[src/rtl/bes_pkg.sv]
package bes_pkg;
  typedef enum logic {MODE_FULL = 1'b0, MODE_AVG = 1'b1} sum_mode_e;

  // Mean of two phase sums, rounded down; callers zero-extend into 32 bits.
  function automatic logic [31:0] pair_avg(input logic [31:0] a, input logic [31:0] b);
    logic [32:0] tot;
    tot = {1'b0, a} + {1'b0, b};
    return tot[32:1];
  endfunction
endpackage

[src/rtl/lane_mask.sv]
module lane_mask #(
  parameter int NCH = 16,
  parameter int SW  = 8
) (
  input  logic [NCH*SW-1:0] lanes_i,
  input  logic [NCH-1:0]    en_i,
  input  logic              live_i,
  output logic [NCH*SW-1:0] lanes_o
);
  for (genvar c = 0; c < NCH; c++) begin : g_ch
    assign lanes_o[c*SW +: SW] = (en_i[c] && live_i) ? lanes_i[c*SW +: SW] : '0;
  end
endmodule

[src/rtl/adder_tree.sv]
module adder_tree #(
  parameter int NCH = 16,
  parameter int SW  = 8,
  localparam int LVL = $clog2(NCH),
  localparam int OW  = SW + LVL
) (
  input  logic              clk,
  input  logic              rst_n,
  input  logic [NCH*SW-1:0] lanes_i,
  output logic [OW-1:0]     sum_o
);
  localparam int unsigned PEAK = NCH * ((1 << SW) - 1);

  for (genvar lv = 0; lv <= LVL; lv++) begin : g_lv
    localparam int N = NCH >> lv;
    logic [OW-1:0] node [N];
    if (lv == 0) begin : g_leaf
      for (genvar i = 0; i < N; i++) begin : g_in
        assign node[i] = OW'(lanes_i[i*SW +: SW]);
      end
    end else begin : g_add
      for (genvar i = 0; i < N; i++) begin : g_pair
        always_ff @(posedge clk or negedge rst_n) begin
          if (!rst_n) node[i] <= '0;
          else        node[i] <= g_lv[lv-1].node[2*i] + g_lv[lv-1].node[2*i+1];
        end
      end
    end
  end

  assign sum_o = g_lv[LVL].node[0];

  assert_no_overflow_R3: assert property (@(posedge clk) disable iff (!rst_n)
    32'(sum_o) <= PEAK)
    else $error("tree root exceeds board peak");
endmodule

[src/rtl/delay_line.sv]
module delay_line #(
  parameter int W     = 2,
  parameter int DEPTH = 4,
  localparam int CW   = $clog2(DEPTH + 1)
) (
  input  logic         clk,
  input  logic         rst_n,
  input  logic [W-1:0] din,
  output logic [W-1:0] dout
);
  logic [W-1:0] stage [DEPTH];
  logic [CW-1:0] warm_cnt;
  logic warm;

  always_ff @(posedge clk or negedge rst_n) begin
    if (!rst_n) begin
      for (int k = 0; k < DEPTH; k++) stage[k] <= '0;
      warm_cnt <= '0;
    end else begin
      stage[0] <= din;
      for (int k = 1; k < DEPTH; k++) stage[k] <= stage[k-1];
      if (!warm) warm_cnt <= warm_cnt + 1'b1;
    end
  end

  assign warm = (warm_cnt == CW'(DEPTH));
  assign dout = stage[DEPTH-1];

  // bit 0 carries the strobe, bit W-1 the mode
  assert_valid_latency_R2: assert property (@(posedge clk) disable iff (!rst_n)
    warm |-> dout[0] == $past(din[0], DEPTH))
    else $error("strobe delay mismatch");
  assert_mode_follows_R5: assert property (@(posedge clk) disable iff (!rst_n)
    warm |-> dout[W-1] == $past(din[W-1], DEPTH))
    else $error("mode delay mismatch");
endmodule

[src/rtl/board_energy_sum.sv]
module board_energy_sum #(
  parameter int NCH = 16,
  parameter int SW  = 8,
  localparam int LAT = $clog2(NCH),
  localparam int OW  = SW + LAT
) (
  input  logic              clk,
  input  logic              rst_n,
  input  logic [NCH*SW-1:0] samp_a_i,
  input  logic [NCH*SW-1:0] samp_b_i,
  input  logic [NCH-1:0]    chan_en_i,
  input  logic              valid_i,
  input  logic              avg_mode_i,
  output logic [OW-1:0]     sum_a_o,
  output logic [OW-1:0]     sum_b_o,
  output logic              valid_o,
  output logic              avg_o
);
  import bes_pkg::*;

  logic [NCH*SW-1:0] gated_a, gated_b;
  logic [OW-1:0]     tree_a, tree_b;
  logic [1:0]        side_out;
  sum_mode_e         out_mode;
  logic [31:0]       avg_full;

  lane_mask #(.NCH(NCH), .SW(SW)) u_mask_a (
    .lanes_i(samp_a_i), .en_i(chan_en_i), .live_i(valid_i), .lanes_o(gated_a));
  lane_mask #(.NCH(NCH), .SW(SW)) u_mask_b (
    .lanes_i(samp_b_i), .en_i(chan_en_i), .live_i(valid_i), .lanes_o(gated_b));

  adder_tree #(.NCH(NCH), .SW(SW)) u_tree_a (
    .clk(clk), .rst_n(rst_n), .lanes_i(gated_a), .sum_o(tree_a));
  adder_tree #(.NCH(NCH), .SW(SW)) u_tree_b (
    .clk(clk), .rst_n(rst_n), .lanes_i(gated_b), .sum_o(tree_b));

  delay_line #(.W(2), .DEPTH(LAT)) u_side (
    .clk(clk), .rst_n(rst_n), .din({avg_mode_i, valid_i}), .dout(side_out));

  assign out_mode = sum_mode_e'(side_out[1]);
  assign avg_full = pair_avg(32'(tree_a), 32'(tree_b));
  assign valid_o  = side_out[0];
  assign avg_o    = (out_mode == MODE_AVG);
  assign sum_a_o  = avg_o ? avg_full[OW-1:0] : tree_a;
  assign sum_b_o  = avg_o ? '0 : tree_b;

  assert_idle_zero_R7: assert property (@(posedge clk) disable iff (!rst_n)
    !valid_o |-> (sum_a_o == '0 && sum_b_o == '0))
    else $error("sum present on an idle beat");
  assert_avg_b_zero_R4: assert property (@(posedge clk) disable iff (!rst_n)
    avg_o |-> sum_b_o == '0)
    else $error("phase-B sum present in averaging mode");
endmodule

[config.mk]
export PLATFORM = sky130hd
export DESIGN_NAME = board_energy_sum
export DESIGN_NICKNAME = d
export VERILOG_FILES = /design/src/rtl/bes_pkg.sv /design/src/rtl/lane_mask.sv /design/src/rtl/adder_tree.sv /design/src/rtl/delay_line.sv /design/src/rtl/board_energy_sum.sv
export SDC_FILE = /design/constraint.sdc
export NUM_CORES = 1
export LEC_CHECK = 0
export ABC_CLOCK_PERIOD_IN_PS = 2800
export CORE_MARGIN = 5
export CORE_UTILIZATION = 60
export CTS_BUF_LIST = sky130_fd_sc_hd__clkbuf_8
export DETAILED_ROUTE_END_ITERATION = 7
export DONT_BUFFER_PORTS = 1
export GPL_TIMING_DRIVEN = 0
export PLACE_DENSITY = 0.76
export SETUP_SLACK_MARGIN = 0.05
export SYNTH_ARGS = -nofsm -noshare
export SYNTH_HDL_FRONTEND = slang
export SYNTH_HIERARCHICAL = 1
export SYNTH_SLANG_ARGS = --single-unit
[constraint.sdc]
create_clock -name clk -period 2.8 [get_ports clk]
set_input_delay 0.28 -clock clk [delete_from_list [all_inputs] [get_ports clk]]
set_output_delay 0.28 -clock clk [all_outputs]
set_load 0.02 [all_outputs]
* Word-level counts from Yosys, hierarchy flattened
Cells that the tools add are included.
Operators by class: reduce and logical (&&, ||, !) cells 16, $add $sub $neg 31, muxes and demuxes 34
Operator list (count):
- $mux 8 | 32
- $add 12x12->12 | 14
- $add 8x8->9 | 16
- $mux 12 | 2
- $logic_and 1x1->1 | 16
- $add 12x12->13 | 1
Storage, ports and cells: input port bits 276, register bits after elaboration 368, word-level logic and storage cells 115

* Longest topological paths before layout
Gate-level depths: netlist (run 1).
depth after elaboration 3, gate-level depth with buffers 10, gate-level depth less buffers 8

* Modules after synthesis
Netlist (run 1), hierarchy kept.
By module, submodules not included:
- adder_tree at u_tree_b | area each 8604.5 µm², cells an instance 785, instances 1
- adder_tree at u_tree_a | area each 8536.9 µm², cells an instance 777, instances 1
- lane_mask | area each 988.4 µm², cells an instance 142, instances 2
- board_energy_sum | area each 799.5 µm², cells an instance 116, instances 1
- delay_line | area each 215.2 µm², cells an instance 10, instances 1

* Worst setup path after synthesis (run 1)
No wires, ideal clock.
path kind register to output, start register u_tree_a.g_lv[4].node (netlist bit u_tree_a/sum_o[2]), end output port sum_a_o[9], stages on the path, launching flop included 6, arrival time 2.142 ns, setup slack 0.378 ns, cell sequence dfrtp_1 -> ha_1 -> a211o_1 -> a211oi_2 -> or2_2 -> o311ai_0
On the way: word-level cells in the longest chain between the ends 2
Ends and longest elaborated chain:
- start, declared | RTL line adder_tree.sv:16 | logic [OW-1:0] node [N];
- start signal, assigned by index | RTL line adder_tree.sv:25 | else node[i] <= g_lv[lv-1].node[2*i] + g_lv[lv-1].node[2*i+1];
- $add 12x12->13 | RTL line bes_pkg.sv:7 | tot = {1'b0, a} + {1'b0, b};
- $mux 12 | RTL line board_energy_sum.sv:44 | assign sum_a_o = avg_o ? avg_full[OW-1:0] : tree_a;
- end, declared | RTL line board_energy_sum.sv:14 | output logic [OW-1:0] sum_a_o,
Every way passes these cells.

* Worst setup path after layout (run 1)
start register u_tree_b.g_lv[4].node (netlist bit u_tree_b/sum_o[0]), end output port sum_a_o[7]
On the way: word-level cells in the longest chain between the ends 2
Ends and longest elaborated chain (RTL line):
- start, declared | adder_tree.sv:16
- start signal, assigned by index | adder_tree.sv:25
- $add 12x12->13 | bes_pkg.sv:7
- $mux 12 | board_energy_sum.sv:44
Every way passes these cells.

==> results of run 1 <==
[stage by stage]
stage	total power (uW)	setup WS, ns	hold slack, ns	instance area (sq um)
6_report	15600	-0.114	-0.564	22000
5_1_grt	16600	-0.226	-0.604	22000
4_1_cts	15500	-0.147	-0.594	21900
3_5_place_dp	11500	0.0968	0.00189	20700
3_3_place_gp	11400	0.120	0.00315	20700
2_1_floorplan	10300	0.378	-0.0156	20100
[area by class of cell]
class / instances / area share, %
Inverter: 77 / 1.32
Tap cell: 448 / 2.55
Sequential cell: 300 / 34.2
Antenna cell: 12 / 0.137
Clock buffer: 61 / 3.82
Clock inverter: 22 / 0.661
Multi-Input combinational cell: 1557 / 55.1
Buffer: 35 / 1.57
Timing Repair Buffer: 17 / 0.729
[sequential cells by signal (all words and copies together), names as in the netlist]
register / cells
u_tree_b/sum_o: 12
u_tree_a/g_lv.node: 134
u_tree_a/sum_o: 12
u_tree_b/g_lv.node: 134
u_side/stage: 6
u_side/dout: 2
[worst reg2reg max path: stages, from the launching register on]
cell and delay (ns):
dfrtp_1 0.39, ha_1 0.21, inv_1 0.07, fa_1 0.19, nand2b_1 0.13, a21oi_1 0.08, a2111oi_2 0.54, a21oi_1 0.16
xor2_1 0.32
[timing repair]
item	CTS	global route
setup buffers	2	3
endpoints found under the setup margin	6	12
pin swaps	7	6
gates resized for setup	12	20
hold endpoints to repair	308	300
[cell usage after synthesis (21+ instances only)]
cell type,count
dfrtp_1,300
o21bai_1,22
buf_6,26
nand3_1,68
ha_1,273
xnor2_1,141
nand2_1,83
fa_1,31
a21oi_1,141
nor2_1,105
o211ai_1,21
inv_1,77
and3_1,214
nor3_1,50
a21o_1,67
and3_2,54
o21ai_0,37
xor2_1,61
[logic make-up after synthesis]
| kind of cell | after synthesis | synth area share, % |
|---|---|---|
| flops | 300 | 37.3 |
| xor+xnor | 202 | 8.79 |
| compound gates | 392 | 12.7 |
| fa+ha+maj | 304 | 20.0 |
| simple gates | 649 | 17.5 |
| buf+inv | 115 | 3.19 |
| mux | 10 | 0.572 |
[metal layers]
| layer | GRT usage, % | wire [um] | up-vias |
|---|---|---|---|
| met2 | 42.6 | 23100 | 403 |
| li1 | - | - | 7259 |
| met4 | 6.70 | 1010 | 4 |
| met3 | 4.48 | 2290 | 78 |
| met1 | 33.3 | 20900 | 7114 |
| met5 | 0 | 27 | - |
[power groups by stage]
stage / Combinational (uW) / Sequential, uW / Clock, uW
finish: 6160 / 5680 / 3750
global route: 6810 / 5740 / 4060
CTS: 6000 / 5670 / 3840
detailed placement: 5800 / 5730 / 0
global placement: 5650 / 5730 / 0
floorplan: 4780 / 5480 / 0
[how the worst max path moves through the flow]
stage / to / slack (ns) / cells past startpoint
after global routing: sum_a_o[7] / -0.23 / 7
final: sum_a_o[7] / -0.11 / 7
after detailed placement: sum_a_o[9] / 0.1 / 6
after floorplan: sum_a_o[9] / 0.38 / 5
after CTS: sum_a_o[7] / -0.15 / 7
after global placement: sum_a_o[9] / 0.12 / 6
==> metrics.txt, run 1 <==
CTS Hold Buffers Added=13; vias=14,900; Setup TNS=-0.203 ns; DIE AREA=approximately 37,000 sq um; total grt overflow=0; slowest stage delay, CP=0.43 ns; drt total wl=47,300 um; Final Non-Filler Cells=2,529; worst r2r dst=u_tree_b/g_lv[3].node[8]; Starting Density=around three fifths; Yosys warnings=6; critical path arrival=2.63 ns; Mean Syn Cell Area=10.2 sq um; Iter 0 DRT Violations=873; CTS Root Cell=clkbuf_8; r2r worst-path depth=8; Clock Power Share=a little under a quarter; first-pass GRT wire length=75,100 um; Slew Viols, Final=0; Placer Congestion=0.914; clk buf depth=3; Area Overhead vs Synth=9.14%; fin nets=between 2,000 and 3,000; # setup viols final=3; CTS Buf Count=48; proportion of layout cells with a drive suffix above 1=a little over 10%; number of remaining DRC errors=0; Post-synth EDFFs=0; Final ANT Viol Nets=0; Slew @ Worst Pin=0.574 ns; Reg area=7510 sq um; Port Buffers=0; Final Cycle Share=104%; sequential share of the synthesized area=roughly 37%; vias per inst=5.88; Fin Hold WS=-0.564 ns; run status=finished, violations left; hpwl dp=36,800 um; most common cell after layout, fill and taps aside=dfrtp_1; antenna violations before repair=10; Setup WS post-layout=-0.114 ns; f_max=343 MHz; CP startpoint=u_tree_b/sum_o[0]; DR pass1 iterations=5; Die Ht=just under 200 um; startpoint types=flip-flop; worst-path fanout max=3; CORE AREA=33,400 sq um; pin count of the biggest net entering global routing=301; GRT Total Usage=approximately 25%; row cnt=67; Post-synth ARST share=100%; worst path cell trace=and2_4 -> fa_2 -> a211o_1 -> a211oi_2 -> o31ai_1 -> xor2_1 -> mux2_4; Synth area leader=dfrtp_1; clock latency on the worst-skew pair=0.55 ns; Sw Share=35.5%; Leak=0.0119 uW; dpl cells=2,420; wire per inst=18.7 um; Hold Path Class=in -> async; R2R setup slack=approximately 0.57 ns; RSZ-0062 raised after global routing=yes; top cell type's share of synthesized area=roughly 37%; Crit Path Category=reg -> out; PwrDens=709 nW/um^2; Boundary Pins=302; reg-to-reg startpoint=u_tree_b/g_lv[2].node[0]; failing checks=hold timing, setup timing; #FFs+latches synth=300; multi-input combinational cell area=12,100 sq um; Fill cells=~2,700; Netlist cell types=51; skew final=0.0157 ns; CP top delay family=compound AO/OA/AOI/OAI gates; internal power=approximately 10,000 uW; Flop pwr share=36.4%; CTS tree=built; Top FF cell, synth=dfrtp_1; critical path's slowest cell=dfrtp_1; vias in the first global route=around 15,000; clock period minus worst slack=just under 3 ns; Crit path required time=2.52 ns; Logic pwr share=39.5%; Die Span X=193 um; H-tree Lvls=2; largest cells by area after synthesis=dfrtp_1 37%, ha_1 17%, and3_1 6.6%; fin util=65.9%; Buf/Inv on CP=0; Max Cap Viol=0; final number of hold-violating endpoints=300; Slew HR=between 60% and 70%; Synth Net Count=between 2,000 and 3,000; most frequent cells in the layout=300 x dfrtp_1, 270 x ha_1, 214 x and3_1; synthesized area=20,100 sq um; switching power=about 5500 uW; critical path endpoint category=primary output; TritonCTS Sinks=300; Worst-path clk slew=approximately 0.060 ns; Cells after Synth=a little under 2,000; Peak VDD IR=just under 0.0006 V
(Power assumes the default switching activity.)
==> inputs of run 2 (changes only) <==
--- a/config.mk
+++ b/config.mk
@@ -6,13 +6,14 @@
 export NUM_CORES = 1
 export LEC_CHECK = 0
 export ABC_CLOCK_PERIOD_IN_PS = 2800
+export CAP_MARGIN = 20
 export CORE_MARGIN = 5
 export CORE_UTILIZATION = 60
 export CTS_BUF_LIST = sky130_fd_sc_hd__clkbuf_8
 export DETAILED_ROUTE_END_ITERATION = 7
 export DONT_BUFFER_PORTS = 1
 export GPL_TIMING_DRIVEN = 0
-export PLACE_DENSITY = 0.76
+export PLACE_DENSITY = 0.82
 export SETUP_SLACK_MARGIN = 0.05
 export SYNTH_ARGS = -nofsm -noshare
 export SYNTH_HDL_FRONTEND = slang
==> metrics.txt, run 2 (synthesis results as in run 1) <==
Die Ht=between 150 and 200 um; Final Non-Filler Cells=2,547; failing checks=hold timing, setup timing; dpl cells=2,421; vias per inst=roughly 6.0; CTS Hold Buffers Added=20; reg-to-reg startpoint=u_tree_a/g_lv[1].node[48]; first-pass GRT wire length=~76,000 um; run status=finished, violations left; antenna violations before repair=24; Fin Hold WS=-0.567 ns; DR pass1 iterations=6; critical path endpoint category=primary output; critical path arrival=between 2 and 3 ns; Max Cap Viol=0; slowest stage delay, CP=between 0.4 and 0.5 ns; GRT Total Usage=25.2%; Iter 0 DRT Violations=999; Starting Density=about three fifths; Worst-path clk slew=0.06 ns; most frequent cells in the layout=300 x dfrtp_1, 270 x ha_1, 214 x and3_1; clk buf depth=3; clock period minus worst slack=2.95 ns; Placer Congestion=about 0.9; Area Overhead vs Synth=9.72%; number of remaining DRC errors=0; CP startpoint=u_tree_b/sum_o[0]; Leak=0.0119 uW; RSZ-0062 raised after global routing=yes; DIE AREA=37,300 sq um; worst path cell trace=and2_4 -> fa_2 -> a211o_1 -> a211oi_4 -> o31ai_1 -> xor2_1 -> mux2_4; drt total wl=slightly below 50,000 um; Crit path required time=2.52 ns; Slew @ Worst Pin=0.555 ns; skew final=0.0215 ns; # setup viols final=4; f_max=339 MHz; final number of hold-violating endpoints=300; Final Cycle Share=105%; row cnt=between 60 and 70; worst-path fanout max=3; vias=15,200; CTS Root Cell=clkbuf_8; PwrDens=707 nW/um^2; vias in the first global route=15,500; CTS Buf Count=48; Die Span X=between 150 and 200 um; Fill cells=between 2,000 and 3,000; Hold Path Class=in -> async; Final ANT Viol Nets=0; Setup WS post-layout=-0.149 ns; Buf/Inv on CP=0; CP top delay family=compound AO/OA/AOI/OAI gates; total grt overflow=0; CORE AREA=33,400 sq um; wire per inst=18.9 um; CTS tree=built; H-tree Lvls=2; critical path's slowest cell=dfrtp_1; clock latency on the worst-skew pair=between 0.5 and 0.6 ns; Port Buffers=0; Crit Path Category=reg -> out; hpwl dp=around 37,000 um; Slew HR=62.8%; largest registers=u_tree_a/g_lv.node (134), u_tree_b/g_lv.node (134); TritonCTS Sinks=300; pin count of the biggest net entering global routing=301; proportion of layout cells with a drive suffix above 1=10.6%; most common cell after layout, fill and taps aside=dfrtp_1; startpoint types=flip-flop; Slew Viols, Final=0; fin nets=2,625; Boundary Pins=302; Peak VDD IR=0.000614 V
[run 2: cell types whose count changed in the layout (fill, tap and decap cells not counted), moves of 3 or more]
cell,previous run,this run
diode_2,12,20
clkinvlp_4,0,3
o21ai_1,10,7
dlygate4sd3_1,13,20
inv_1,92,88
[run 2: cell type report]
class,instances,area (sq um),area share (%)
multi-input combinational,1557,12100,54.8
inverter,77,289,1.31
buffer,35,344,1.56
clock buffer,63,867,3.93
clock inverter,21,124,0.561
timing repair buffer,26,245,1.11
sequential,300,7510,34.0
antenna,20,50.0,0.227
tap,448,561,2.54
[run 2: report_power, final]
part,switching [uW],internal [uW]
sequential,495,5180
combinational,3440,2750
clock,1650,2100
total,5580,10000
[run 2: per-stage QoR]
step	power, uW	utilization [%]	instance area, sq um	setup TNS (ns)	setup slack, ns
after floorplan	10300	-	20100	0	0.378
after global placement	11400	62.0	20700	-0.00651	-0.00651
after detailed placement	11500	62.0	20700	0	0.252
after CTS	15600	65.8	22000	-0.500	-0.188
after global routing	16700	66.2	22100	-0.799	-0.243
final	15600	66.2	22100	-0.368	-0.149
[run 2: what timing repair did]
| action | 4_1_cts | 5_1_grt |
|---|---|---|
| endpoints found under the hold margin | 311 | 300 |
| setup endpoints to repair | 7 | 11 |
| buffers inserted | 2 | 3 |
| resized for setup | 15 | 15 |
| pin swaps | 4 | 6 |
[run 2: worst paths after layout]
path	endpoint	slack, ns	cells past startpoint
max reg2reg	u_tree_a/g_lv[2].node[32]	0.53	7
max	sum_a_o[7]	-0.15	7
min in group clk	u_tree_a/g_lv[1].node[36]	0.03	2
min reg2reg	u_side/stage[2]	0.35	0
min	u_tree_b/sum_o[9]	-0.57	0
max in group asynchronous	u_tree_a/g_lv[1].node[66]	3.00	0
[run 2: layer usage]
metal | vias up | part of all wire, % | global-route usage (%)
met2 | 464 | 50 | 43.4
met1 | 7304 | 42 | 32.1
met5 | - | 0.15 | 0
li1 | 7296 | - | -
met4 | 10 | 3.1 | 8.39
met3 | 112 | 5.4 | 4.88
==> inputs of run 3 (changes only) <==
--- a/config.mk
+++ b/config.mk
@@ -7,6 +7,7 @@
 export LEC_CHECK = 0
 export ABC_CLOCK_PERIOD_IN_PS = 2800
 export CAP_MARGIN = 20
+export CORE_ASPECT_RATIO = 1.25
 export CORE_MARGIN = 5
 export CORE_UTILIZATION = 60
 export CTS_BUF_LIST = sky130_fd_sc_hd__clkbuf_8
==> metrics.txt, run 3 (synthesis results as in run 1) <==
Starting Density=60.3%; Clock Power Share=around 23%; Die Ht=215 um; CTS Root Cell=clkbuf_8; H-tree Lvls=2; skew final=0.0212 ns; most frequent cells in the layout=300 x dfrtp_1, 270 x ha_1, 214 x and3_1; switching power=5570 uW; multi-input combinational cell area=12,200 sq um; Flop pwr share=between 30% and 40%; vias=15,100; Final ANT Viol Nets=0; TritonCTS Sinks=300; internal power=between 9000 and 10,000 uW; Reg area=7510 sq um; Crit Path Category=reg -> out; Slew HR=30.9%; Placer Congestion=0.926; hpwl dp=37,200 um; most common cell after layout, fill and taps aside=dfrtp_1; Fin Hold WS=-0.572 ns; CP endpoint=sum_a_o[7]; Peak VDD IR=0.000392 V; Boundary Pins=approximately 300; Area Overhead vs Synth=9.66%; clk buf depth=3; DIE AREA=37,300 sq um; fin util=66.1%; Slew Viols, Final=0; GRT Total Usage=25.0%; RSZ-0062 raised after global routing=yes; worst path cell trace=and2_4 -> fa_2 -> a211o_1 -> a211oi_4 -> o31ai_2 -> xor2_1 -> mux2_4; critical path's slowest cell=dfrtp_1; Slew @ Worst Pin=1.04 ns; worst-path fanout max=3; final number of hold-violating endpoints=300; Fill cells=2,561; CP startpoint=u_tree_a/sum_o[0]; run status=finished, violations left; worst r2r dst=u_tree_a/g_lv[2].node[32]; reg-to-reg startpoint=u_tree_a/g_lv[1].node[48]; slowest stage delay, CP=0.40 ns; Logic pwr share=roughly two fifths; Max Cap Viol=0; startpoint types=flip-flop; critical path arrival=2.68 ns; wire per inst=18.9 um; CORE AREA=33,400 sq um; pin count of the biggest net entering global routing=~300; R2R setup slack=0.50 ns; number of remaining DRC errors=0; f_max=338 MHz; r2r worst-path depth=7; antenna violations before repair=25; overall power=about 15,000 uW; Iter 0 DRT Violations=891; largest registers=u_tree_a/g_lv.node (134), u_tree_b/g_lv.node (134); Setup WS post-layout=-0.155 ns; CTS tree=built; first-pass GRT wire length=slightly below 80,000 um; proportion of layout cells with a drive suffix above 1=a little over a tenth; CTS Hold Buffers Added=25; CTS Buf Count=45; Final Cycle Share=106%; failing checks=hold timing, setup timing; fin nets=between 2,000 and 3,000; total grt overflow=0; Port Buffers=0; row cnt=75; Crit path required time=2.52 ns; Sw Share=a little over a third; Leak=0.0119 uW; # setup viols final=4; Die Span X=174 um; PwrDens=701 nW/um^2; vias in the first global route=roughly 16,000; DR pass1 iterations=6; vias per inst=6.00; Worst-path clk slew=~0.060 ns; critical path endpoint category=primary output; Final Non-Filler Cells=2,516; Hold Path Class=in -> async; dpl cells=2,395; clock latency on the worst-skew pair=around 0.57 ns; clock period minus worst slack=2.96 ns; drt total wl=47,500 um
[run 3: cell types whose count changed in the layout (fill, tap and decap cells not counted), moves of 2 or more]
| cell | delta |
|---|---|
| a211oi_1 | +2 |
| a211oi_2 | -2 |
| a21oi_1 | -5 |
| a21oi_2 | +4 |
| clkbuf_8 | -6 |
| diode_2 | -5 |
| dlygate4sd3_1 | +5 |
| nor4_1 | -2 |
| nor4_2 | +2 |
| o21ai_0 | -4 |
| o21ai_1 | +4 |
[run 3: power by group through the flow]
stage,logic [uW],clock network [uW],registers [uW]
2_1_floorplan,4780,0,5480
3_3_place_gp,5650,0,5680
3_5_place_dp,5800,0,5690
4_1_cts,6030,3600,5620
5_1_grt,7040,3790,5700
6_report,6360,3500,5620
[run 3: timing repair]
item,in CTS,in global routing
resized for setup,13,33
gates cloned,0,0
hold endpoints to repair,310,300
pin swaps,5,8
setup buffers,3,3
endpoints found under the setup margin,6,14
[run 3: per-layer routing]
| layer | part of all wire, % | GRT usage (%) | up-vias |
|---|---|---|---|
| met5 | 0.28 | 0 | - |
| met4 | 3.2 | 8.77 | 22 |
| met3 | 5.8 | 5.48 | 105 |
| met2 | 51 | 44.9 | 425 |
| li1 | - | - | 7296 |
| met1 | 40 | 29.6 | 7258 |
[run 3: worst min-delay path by stage]
stage / start / end / cells past startpoint
finish: rst_n / u_tree_a/g_lv[1].node[41] / 0
global route: rst_n / u_tree_a/g_lv[1].node[41] / 0
CTS: rst_n / u_tree_a/g_lv[1].node[29] / 0
detailed placement: rst_n / u_tree_a/g_lv[1].node[40] / 0
global placement: rst_n / u_tree_a/g_lv[1].node[43] / 0
floorplan: rst_n / u_side/dout[0] / 0
[run 3: through the flow]
stage	setup slack [ns]	cell area, sq um	setup TNS (ns)
6_report	-0.155	22100	-0.325
5_1_grt	-0.255	22100	-0.692
4_1_cts	-0.139	21900	-0.244
3_5_place_dp	0.199	20700	0
3_3_place_gp	0.204	20700	0
2_1_floorplan	0.378	20100	0
[run 3: critical path: cells and delay by family, from the launching register on]
family / cells / cell delay, ns
multiplexers: 1 / 0.31
AND/OR/NAND/NOR: 1 / 0.17
adder cells (fa/ha/maj): 1 / 0.34
flip-flops: 1 / 0.40
AO/OA/AOI/OAI: 3 / 0.73
XOR/XNOR: 1 / 0.17
[run 3: final cells by class]
cell class / instances / area share, %
antenna: 15 / 0.170
buffer: 35 / 1.57
clock buffer: 57 / 3.55
clock inverter: 21 / 0.544
inverter: 77 / 1.31
multi-input combinational: 1557 / 55.1
sequential: 300 / 34.0
tap: 423 / 2.40
timing repair buffer: 31 / 1.35
